**src/rtl/xlat_pkg.sv**
```systemverilog
package xlat_pkg;
    localparam int ADDR_W      = 32;
    localparam int PAGE_SHIFT  = 12;
    localparam int SECT_SHIFT  = 20;
    localparam int TAG_W       = ADDR_W - PAGE_SHIFT;
    localparam int SECT_TAG_W  = ADDR_W - SECT_SHIFT;
    localparam int NUM_DOMAINS = 16;
    localparam int DOM_W       = $clog2(NUM_DOMAINS);
    localparam int DCR_W       = 2 * NUM_DOMAINS;

    typedef enum logic [1:0] {
        DOM_NONE    = 2'b00,
        DOM_CLIENT  = 2'b01,
        DOM_RSVD    = 2'b10,
        DOM_MANAGER = 2'b11
    } dom_mode_e;

    typedef enum logic [1:0] {
        AP_NONE   = 2'b00,
        AP_PRIV   = 2'b01,
        AP_RDONLY = 2'b10,
        AP_FULL   = 2'b11
    } perm_e;

    typedef struct packed {
        logic             section;
        logic [TAG_W-1:0] frame;
        logic [DOM_W-1:0] dom;
        perm_e            perm;
        logic             bufable;
        logic             cacheable;
    } entry_attr_t;

    typedef enum logic [1:0] {
        ST_IDLE   = 2'b00,
        ST_WALK   = 2'b01,
        ST_REPLAY = 2'b10
    } ctrl_state_e;
endpackage

```
**src/rtl/xlat_entry_store.sv**
```systemverilog
module xlat_entry_store
    import xlat_pkg::*;
#(
    parameter int NUM_ENTRIES = 64
) (
    input  logic             clk,
    input  logic             rst_n,
    input  logic             flush,
    input  logic             wr_en,
    input  logic [TAG_W-1:0] wr_tag,
    input  entry_attr_t      wr_attr,
    input  logic [TAG_W-1:0] lk_vpn,
    output logic             lk_hit,
    output entry_attr_t      lk_attr
);
    localparam int IDX_W = (NUM_ENTRIES > 1) ? $clog2(NUM_ENTRIES) : 1;
    localparam logic [IDX_W-1:0] LAST_IDX = IDX_W'(NUM_ENTRIES - 1);

    logic [NUM_ENTRIES-1:0] valid_q;
    logic [TAG_W-1:0]       tag_q  [NUM_ENTRIES];
    entry_attr_t            attr_q [NUM_ENTRIES];
    logic [IDX_W-1:0]       victim_q;
    logic [NUM_ENTRIES-1:0] match;

    // One comparator per slot; sections ignore the low tag bits.
    generate
        for (genvar g = 0; g < NUM_ENTRIES; g++) begin : g_cmp
            logic sect_eq;
            logic page_eq;
            assign sect_eq  = tag_q[g][TAG_W-1 -: SECT_TAG_W] == lk_vpn[TAG_W-1 -: SECT_TAG_W];
            assign page_eq  = tag_q[g] == lk_vpn;
            assign match[g] = valid_q[g] && (attr_q[g].section ? sect_eq : page_eq);
        end
    endgenerate

    // Lowest-numbered matching slot wins.
    always_comb begin
        lk_hit  = |match;
        lk_attr = '0;
        for (int i = NUM_ENTRIES - 1; i >= 0; i--) begin
            if (match[i]) lk_attr = attr_q[i];
        end
    end

    always_ff @(posedge clk) begin
        if (wr_en) begin
            tag_q[victim_q]  <= wr_tag;
            attr_q[victim_q] <= wr_attr;
        end
    end

    always_ff @(posedge clk or negedge rst_n) begin
        if (!rst_n) begin
            valid_q  <= '0;
            victim_q <= '0;
        end else begin
            if (flush) begin
                valid_q  <= '0;
                victim_q <= '0;
            end
            if (wr_en) begin
                valid_q[victim_q] <= 1'b1;
                victim_q <= (victim_q == LAST_IDX) ? '0 : victim_q + 1'b1;
            end
        end
    end
endmodule

```
**src/rtl/xlat_access_check.sv**
```systemverilog
module xlat_access_check
    import xlat_pkg::*;
(
    input  logic [DCR_W-1:0] dom_ctrl,
    input  logic [DOM_W-1:0] dom,
    input  perm_e            perm,
    input  logic             is_write,
    input  logic             is_priv,
    output logic             allow
);
    dom_mode_e mode;

    always_comb begin
        mode = dom_mode_e'(dom_ctrl[2*dom +: 2]);
        unique case (mode)
            DOM_MANAGER: allow = 1'b1;
            DOM_CLIENT: begin
                unique case (perm)
                    AP_NONE:   allow = 1'b0;
                    AP_PRIV:   allow = is_priv;
                    AP_RDONLY: allow = !is_write;
                    AP_FULL:   allow = 1'b1;
                    default:   allow = 1'b0;
                endcase
            end
            default: allow = 1'b0;
        endcase
    end
endmodule

```
**src/rtl/xlat_ctrl_fsm.sv**
```systemverilog
module xlat_ctrl_fsm
    import xlat_pkg::*;
(
    input  logic clk,
    input  logic rst_n,
    input  logic req_valid,
    input  logic xl_en,
    input  logic lk_hit,
    input  logic fill_valid,
    output logic req_ready,
    output logic capture,
    output logic use_held,
    output logic walk_active,
    output logic fill_we,
    output logic rsp_load,
    output logic rsp_bypass
);
    ctrl_state_e state_q, state_d;

    always_ff @(posedge clk or negedge rst_n) begin
        if (!rst_n) state_q <= ST_IDLE;
        else        state_q <= state_d;
    end

    always_comb begin
        state_d = state_q;
        unique case (state_q)
            ST_IDLE:   if (req_valid && xl_en && !lk_hit) state_d = ST_WALK;
            ST_WALK:   if (fill_valid) state_d = ST_REPLAY;
            ST_REPLAY: state_d = ST_IDLE;
            default:   state_d = ST_IDLE;
        endcase
    end

    always_comb begin
        req_ready   = 1'b0;
        capture     = 1'b0;
        use_held    = 1'b0;
        walk_active = 1'b0;
        fill_we     = 1'b0;
        rsp_load    = 1'b0;
        rsp_bypass  = 1'b0;
        unique case (state_q)
            ST_IDLE: begin
                req_ready  = 1'b1;
                capture    = req_valid;
                rsp_load   = req_valid && (!xl_en || lk_hit);
                rsp_bypass = !xl_en;
            end
            ST_WALK: begin
                walk_active = 1'b1;
                use_held    = 1'b1;
                fill_we     = fill_valid;
            end
            ST_REPLAY: begin
                use_held = 1'b1;
                rsp_load = 1'b1;
            end
            default: ;
        endcase
    end
endmodule

```
**src/rtl/xlat_buffer.sv**
```systemverilog
module xlat_buffer
    import xlat_pkg::*;
#(
    parameter int NUM_ENTRIES = 64
) (
    input  logic              clk,
    input  logic              rst_n,
    input  logic              xl_en,
    input  logic              flush,
    input  logic [DCR_W-1:0]  dom_ctrl,
    input  logic              req_valid,
    output logic              req_ready,
    input  logic [ADDR_W-1:0] req_vaddr,
    input  logic              req_write,
    input  logic              req_priv,
    output logic              resp_valid,
    output logic [ADDR_W-1:0] resp_paddr,
    output logic              resp_abort,
    output logic              resp_bufable,
    output logic              resp_cacheable,
    output logic              walk_req,
    output logic [ADDR_W-1:0] walk_vaddr,
    input  logic              fill_valid,
    input  logic              fill_section,
    input  logic [TAG_W-1:0]  fill_frame,
    input  logic [DOM_W-1:0]  fill_dom,
    input  logic [1:0]        fill_perm,
    input  logic              fill_bufable,
    input  logic              fill_cacheable
);
    logic              capture, use_held, fill_we, rsp_load, rsp_bypass;
    logic              lk_hit, allow;
    entry_attr_t       lk_attr, fill_attr;
    logic [ADDR_W-1:0] held_vaddr, lk_vaddr, xpaddr;
    logic              held_write, held_priv, lk_write, lk_priv;

    xlat_ctrl_fsm u_fsm (
        .clk        (clk),
        .rst_n      (rst_n),
        .req_valid  (req_valid),
        .xl_en      (xl_en),
        .lk_hit     (lk_hit),
        .fill_valid (fill_valid),
        .req_ready  (req_ready),
        .capture    (capture),
        .use_held   (use_held),
        .walk_active(walk_req),
        .fill_we    (fill_we),
        .rsp_load   (rsp_load),
        .rsp_bypass (rsp_bypass)
    );

    always_ff @(posedge clk or negedge rst_n) begin
        if (!rst_n) begin
            held_vaddr <= '0;
            held_write <= 1'b0;
            held_priv  <= 1'b0;
        end else if (capture) begin
            held_vaddr <= req_vaddr;
            held_write <= req_write;
            held_priv  <= req_priv;
        end
    end

    assign lk_vaddr   = use_held ? held_vaddr : req_vaddr;
    assign lk_write   = use_held ? held_write : req_write;
    assign lk_priv    = use_held ? held_priv  : req_priv;
    assign walk_vaddr = held_vaddr;

    assign fill_attr.section   = fill_section;
    assign fill_attr.frame     = fill_frame;
    assign fill_attr.dom       = fill_dom;
    assign fill_attr.perm      = perm_e'(fill_perm);
    assign fill_attr.bufable   = fill_bufable;
    assign fill_attr.cacheable = fill_cacheable;

    xlat_entry_store #(.NUM_ENTRIES(NUM_ENTRIES)) u_store (
        .clk     (clk),
        .rst_n   (rst_n),
        .flush   (flush),
        .wr_en   (fill_we),
        .wr_tag  (held_vaddr[ADDR_W-1:PAGE_SHIFT]),
        .wr_attr (fill_attr),
        .lk_vpn  (lk_vaddr[ADDR_W-1:PAGE_SHIFT]),
        .lk_hit  (lk_hit),
        .lk_attr (lk_attr)
    );

    xlat_access_check u_check (
        .dom_ctrl (dom_ctrl),
        .dom      (lk_attr.dom),
        .perm     (lk_attr.perm),
        .is_write (lk_write),
        .is_priv  (lk_priv),
        .allow    (allow)
    );

    assign xpaddr = lk_attr.section
        ? {lk_attr.frame[TAG_W-1 -: SECT_TAG_W], lk_vaddr[SECT_SHIFT-1:0]}
        : {lk_attr.frame, lk_vaddr[PAGE_SHIFT-1:0]};

    always_ff @(posedge clk or negedge rst_n) begin
        if (!rst_n) begin
            resp_valid     <= 1'b0;
            resp_paddr     <= '0;
            resp_abort     <= 1'b0;
            resp_bufable   <= 1'b0;
            resp_cacheable <= 1'b0;
        end else begin
            resp_valid <= rsp_load;
            if (rsp_load) begin
                if (rsp_bypass) begin
                    resp_paddr     <= lk_vaddr;
                    resp_abort     <= 1'b0;
                    resp_bufable   <= 1'b0;
                    resp_cacheable <= 1'b0;
                end else if (!allow) begin
                    resp_paddr     <= '0;
                    resp_abort     <= 1'b1;
                    resp_bufable   <= 1'b0;
                    resp_cacheable <= 1'b0;
                end else begin
                    resp_paddr     <= xpaddr;
                    resp_abort     <= 1'b0;
                    resp_bufable   <= lk_attr.bufable;
                    resp_cacheable <= lk_attr.cacheable;
                end
            end
        end
    end
endmodule

```
**config.mk**
```make
export PLATFORM = sky130hd
export DESIGN_NAME = xlat_buffer
export DESIGN_NICKNAME = d
export VERILOG_FILES = /design/src/rtl/xlat_pkg.sv /design/src/rtl/xlat_entry_store.sv /design/src/rtl/xlat_access_check.sv /design/src/rtl/xlat_ctrl_fsm.sv /design/src/rtl/xlat_buffer.sv
export SDC_FILE = /design/constraint.sdc
export NUM_CORES = 2
export LEC_CHECK = 0
export ABC_AREA = 1
export BUFFER_PORTS_ARGS = -buffer_cell sky130_fd_sc_hd__clkbuf_2
export CORE_MARGIN = 2
export CORE_UTILIZATION = 62
export CTS_BUF_LIST = sky130_fd_sc_hd__clkbuf_16
export CTS_CLUSTER_DIAMETER = 50
export DETAILED_ROUTE_END_ITERATION = 8
export GPL_TIMING_DRIVEN = 1
export PLACE_DENSITY_LB_ADDON = 0.15
export SLEW_MARGIN = 20
export SYNTH_ARGS = -nofsm -noshare
export SYNTH_HDL_FRONTEND = slang
export SYNTH_HIERARCHICAL = 1
export SYNTH_SLANG_ARGS = --single-unit
```
**constraint.sdc**
```tcl
create_clock -name clk -period 9.7 [get_ports clk]
set_clock_uncertainty 0.2 [all_clocks]
set_input_delay 1.455 -clock clk [delete_from_list [all_inputs] [get_ports clk]]
set_output_delay 1.455 -clock clk [all_outputs]
set_load 0.02 [all_outputs]
```
==> impl_metrics.env <==
export IMPL_critPathMostFrequentCell="nand2_1"
export IMPL_path_max_fanout=29
export IMPL_ctsLongestPathBuffers=4
export IMPL_vias_per_cell=6.00
export IMPL_gp_congestion=0.937
export IMPL_synth_area_leaders="edfxtp_1 68%, nand2_1 8.4%, nor2_1 3.9%"
export IMPL_synthArstFlopShare=0.0433
export IMPL_grt_pass1_vias=91107
export IMPL_yosys_warnings=6
export IMPL_final_core_util=0.705
export IMPL_synth_flop_cell="edfxtp_1"
export IMPL_final_nets=12480
export IMPL_io_buffers=170
export IMPL_hp_class="in -> async"
export IMPL_grt_ovfl_total=0
export IMPL_p_leak_nw=59.6
export IMPL_num_rows=173
export IMPL_cts_hold_buf=0
export IMPL_synth_distinct_cells=65
export IMPL_start_util=0.625
export IMPL_grt_usage=0.330
export IMPL_synth_edf_count=3136
export IMPL_grt_pass1_wl_microns=566000
export IMPL_synth_seq_cells=3278
export IMPL_min_period_ps=8990
export IMPL_synth_top_cell_by_area="edfxtp_1"
export IMPL_synthesis_nets=11996
export IMPL_seq_area_frac_synth=0.702
export IMPL_dr_total_vias=93734
export IMPL_die_y_microns=478
export IMPL_power_density_nw_per_um2=257
export IMPL_finalHoldViolCount=0
export IMPL_synth_top_area_frac=0.676
export IMPL_dieArea_sq_um=228000
export IMPL_cts_max_level=5
export IMPL_cp_num_cells=79
export IMPL_cts_buffers=355
export IMPL_first_pass_iters=9
export IMPL_arrival_ps=9640
export IMPL_drt_iter0_drc=11597
export IMPL_setup_viol=0
export IMPL_synthCells=11891
export IMPL_place_hpwl_microns=230000
export IMPL_fillers=15151
export IMPL_ant_nets=0
export IMPL_synth_cell_area_sq_um=139000
export IMPL_path_delay_family="simple AND/OR/NAND/NOR gates"
export IMPL_routedWlPerCell_microns=24.4
export IMPL_timing_fmax_mhz=111
export IMPL_drc=0
export IMPL_worstMarginPinSlew_ps=1220
export IMPL_startpoint_type="register"
export IMPL_clkLatencyLatePin_ps=980
export IMPL_core_sq_um=223000
export IMPL_grt_max_degree=67
export IMPL_r2r_cells=79
export IMPL_critical_path_max_stage_delay_ps=420
export IMPL_clk_pin_slew_ps=60
export IMPL_slew_violations=0
export IMPL_max_slew_margin=0.185
export IMPL_clock_sinks=3278
export IMPL_layout_common_cells="3136 x edfxtp_1, 3120 x nand2_1, 1375 x nor2_1, 567 x inv_1, 488 x buf_4"
export IMPL_finalCritPeriodShare=0.926
export IMPL_grt_antenna_before_repair=5
export IMPL_die_x_microns=478
export IMPL_final_common_cell="edfxtp_1"
export IMPL_outcome="complete, no violations"
export IMPL_critPathKind="reg -> reg"
export IMPL_endpoint_kind="register"
export IMPL_cp_slowest_cell="buf_4"
export IMPL_cts_tree="yes"
export IMPL_wl_microns=381000
export IMPL_clock_root_buffer="clkbuf_16"
export IMPL_io_pins=171
export IMPL_vdd_ir_drop_max_mv=0.272
export IMPL_syn_mean_instance_area_sq_um=11.7
export IMPL_cp_data_required_time_ps=10360
export IMPL_drv_cap=0
export IMPL_area_delta_synth_final_pct=12.8
export IMPL_path_buf_inv=10
export IMPL_total_power_mw=40.3
export IMPL_drive_gt1_frac=0.131
[cell families after synthesis]
family | synth area share
DFF | 0.702
AOI/OAI and AO/OA | 0.0591
and+or+nand+nor | 0.159
muxes | 0.000647
adders and majority gates | 0.000359
xor gates and xnor gates | 0.0443
buffers and inverters | 0.0350
[power by group]
group | switching [mW] | total (mW) | internal [mW]
registers | 0.183 | 16.8 | 16.6
logic | 7.71 | 10.6 | 2.85
clock network | 5.43 | 13.0 | 7.54
[layer usage]
layer,vias up,routed length (microns),global-route usage
li1,41967,-,-
met2,4731,187000,0.550
met5,-,22,0
met4,4,16000,0.131
met1,46045,145000,0.441
met3,987,32100,0.0475
[final timing paths]
path	start	slack, ps	endpoint
max in group asynchronous	rst_n	7020	u_store/valid_q[52]
worst min register to register	resp_paddr[14]	280	resp_paddr[14]
worst min-delay path	rst_n	260	walk_vaddr[2]
min in group clk	resp_paddr[14]	280	resp_paddr[14]
worst max register to register	u_fsm/state_q[1]	710	resp_paddr[28]
worst max-delay path	u_fsm/state_q[1]	710	resp_paddr[28]
[synthesized netlist by cell type (4+ instances only)]
master	count
a31oi_1	73
nor3_1	33
inv_2	37
o41ai_1	11
or2_2	271
a22o_1	16
nand3_1	242
inv_1	491
or2_1	27
a2111oi_0	10
ha_1	4
or2_0	7
nor2_2	4
nand4_1	80
o2111ai_1	36
nor2_1	1442
a21oi_1	472
buf_2	219
o21ai_1	32
nand2_2	10
buf_6	25
mux2_2	8
a211oi_1	40
dfrtp_1	142
o211ai_1	5
o211ai_2	12
buf_4	38
a41o_1	15
xor2_1	424
xnor2_1	281
and2_1	17
clkbuf_1	232
buf_1	37
a221oi_1	83
nand2_1	3134
dlygate4sd1_1	8
o21ai_0	354
o22ai_1	166
edfxtp_1	3136
nor4_1	101
or4_1	20
a32oi_1	29
clkinv_1	31
[layout make-up]
| cell class | instances | area [sq um] | area share |
|---|---|---|---|
| Tap cell | 2975 | 3720 | 0.0237 |
| Sequential cell | 3278 | 97800 | 0.622 |
| Inverter | 561 | 2130 | 0.0136 |
| Multi-Input combinational cell | 7492 | 37300 | 0.237 |
| Timing Repair inverter | 1 | 5.00 | 0.0000319 |
| Clock inverter | 261 | 2070 | 0.0132 |
| Antenna cell | 2 | 5.00 | 0.0000319 |
| Clock buffer | 361 | 9030 | 0.0575 |
| Timing Repair Buffer | 686 | 5020 | 0.0320 |
[registers in the layout, indices dropped and copies added (netlist names)]
name / count
resp_paddr: 32
u_store/tag_q: 1280
walk_vaddr: 32
resp_abort: 1
u_store/valid_q: 64
resp_valid: 1
u_store/attr_q: 1856
resp_bufable: 1
resp_cacheable: 1
held_write: 1
held_priv: 1
u_store/victim_q: 6
u_fsm/state_q: 2
[metrics by stage]
stage | hold WS, ps | cell area, sq um | worst slack (ps) | TNS (ps) | instances
after floorplan | 247 | 139000 | 2530 | 0 | 11891
after global placement | 266 | 146000 | 115 | 0 | 14991
after detailed placement | 265 | 146000 | 65.5 | 0 | 14991
after CTS | 232 | 157000 | 323 | 0 | 15613
after global routing | 278 | 157000 | -1.70 | -3.12 | 15616
final | 258 | 157000 | 714 | 0 | 15617
[what timing repair did]
| action | 4_1_cts | 5_1_grt |
|---|---|---|
| resized for setup | 0 | 28 |
| setup endpoints to repair | 0 | 35 |
| endpoints found under the hold margin | 0 | 0 |
| setup buffers | 0 | 0 |
Power figures use the tool's default switching activity.
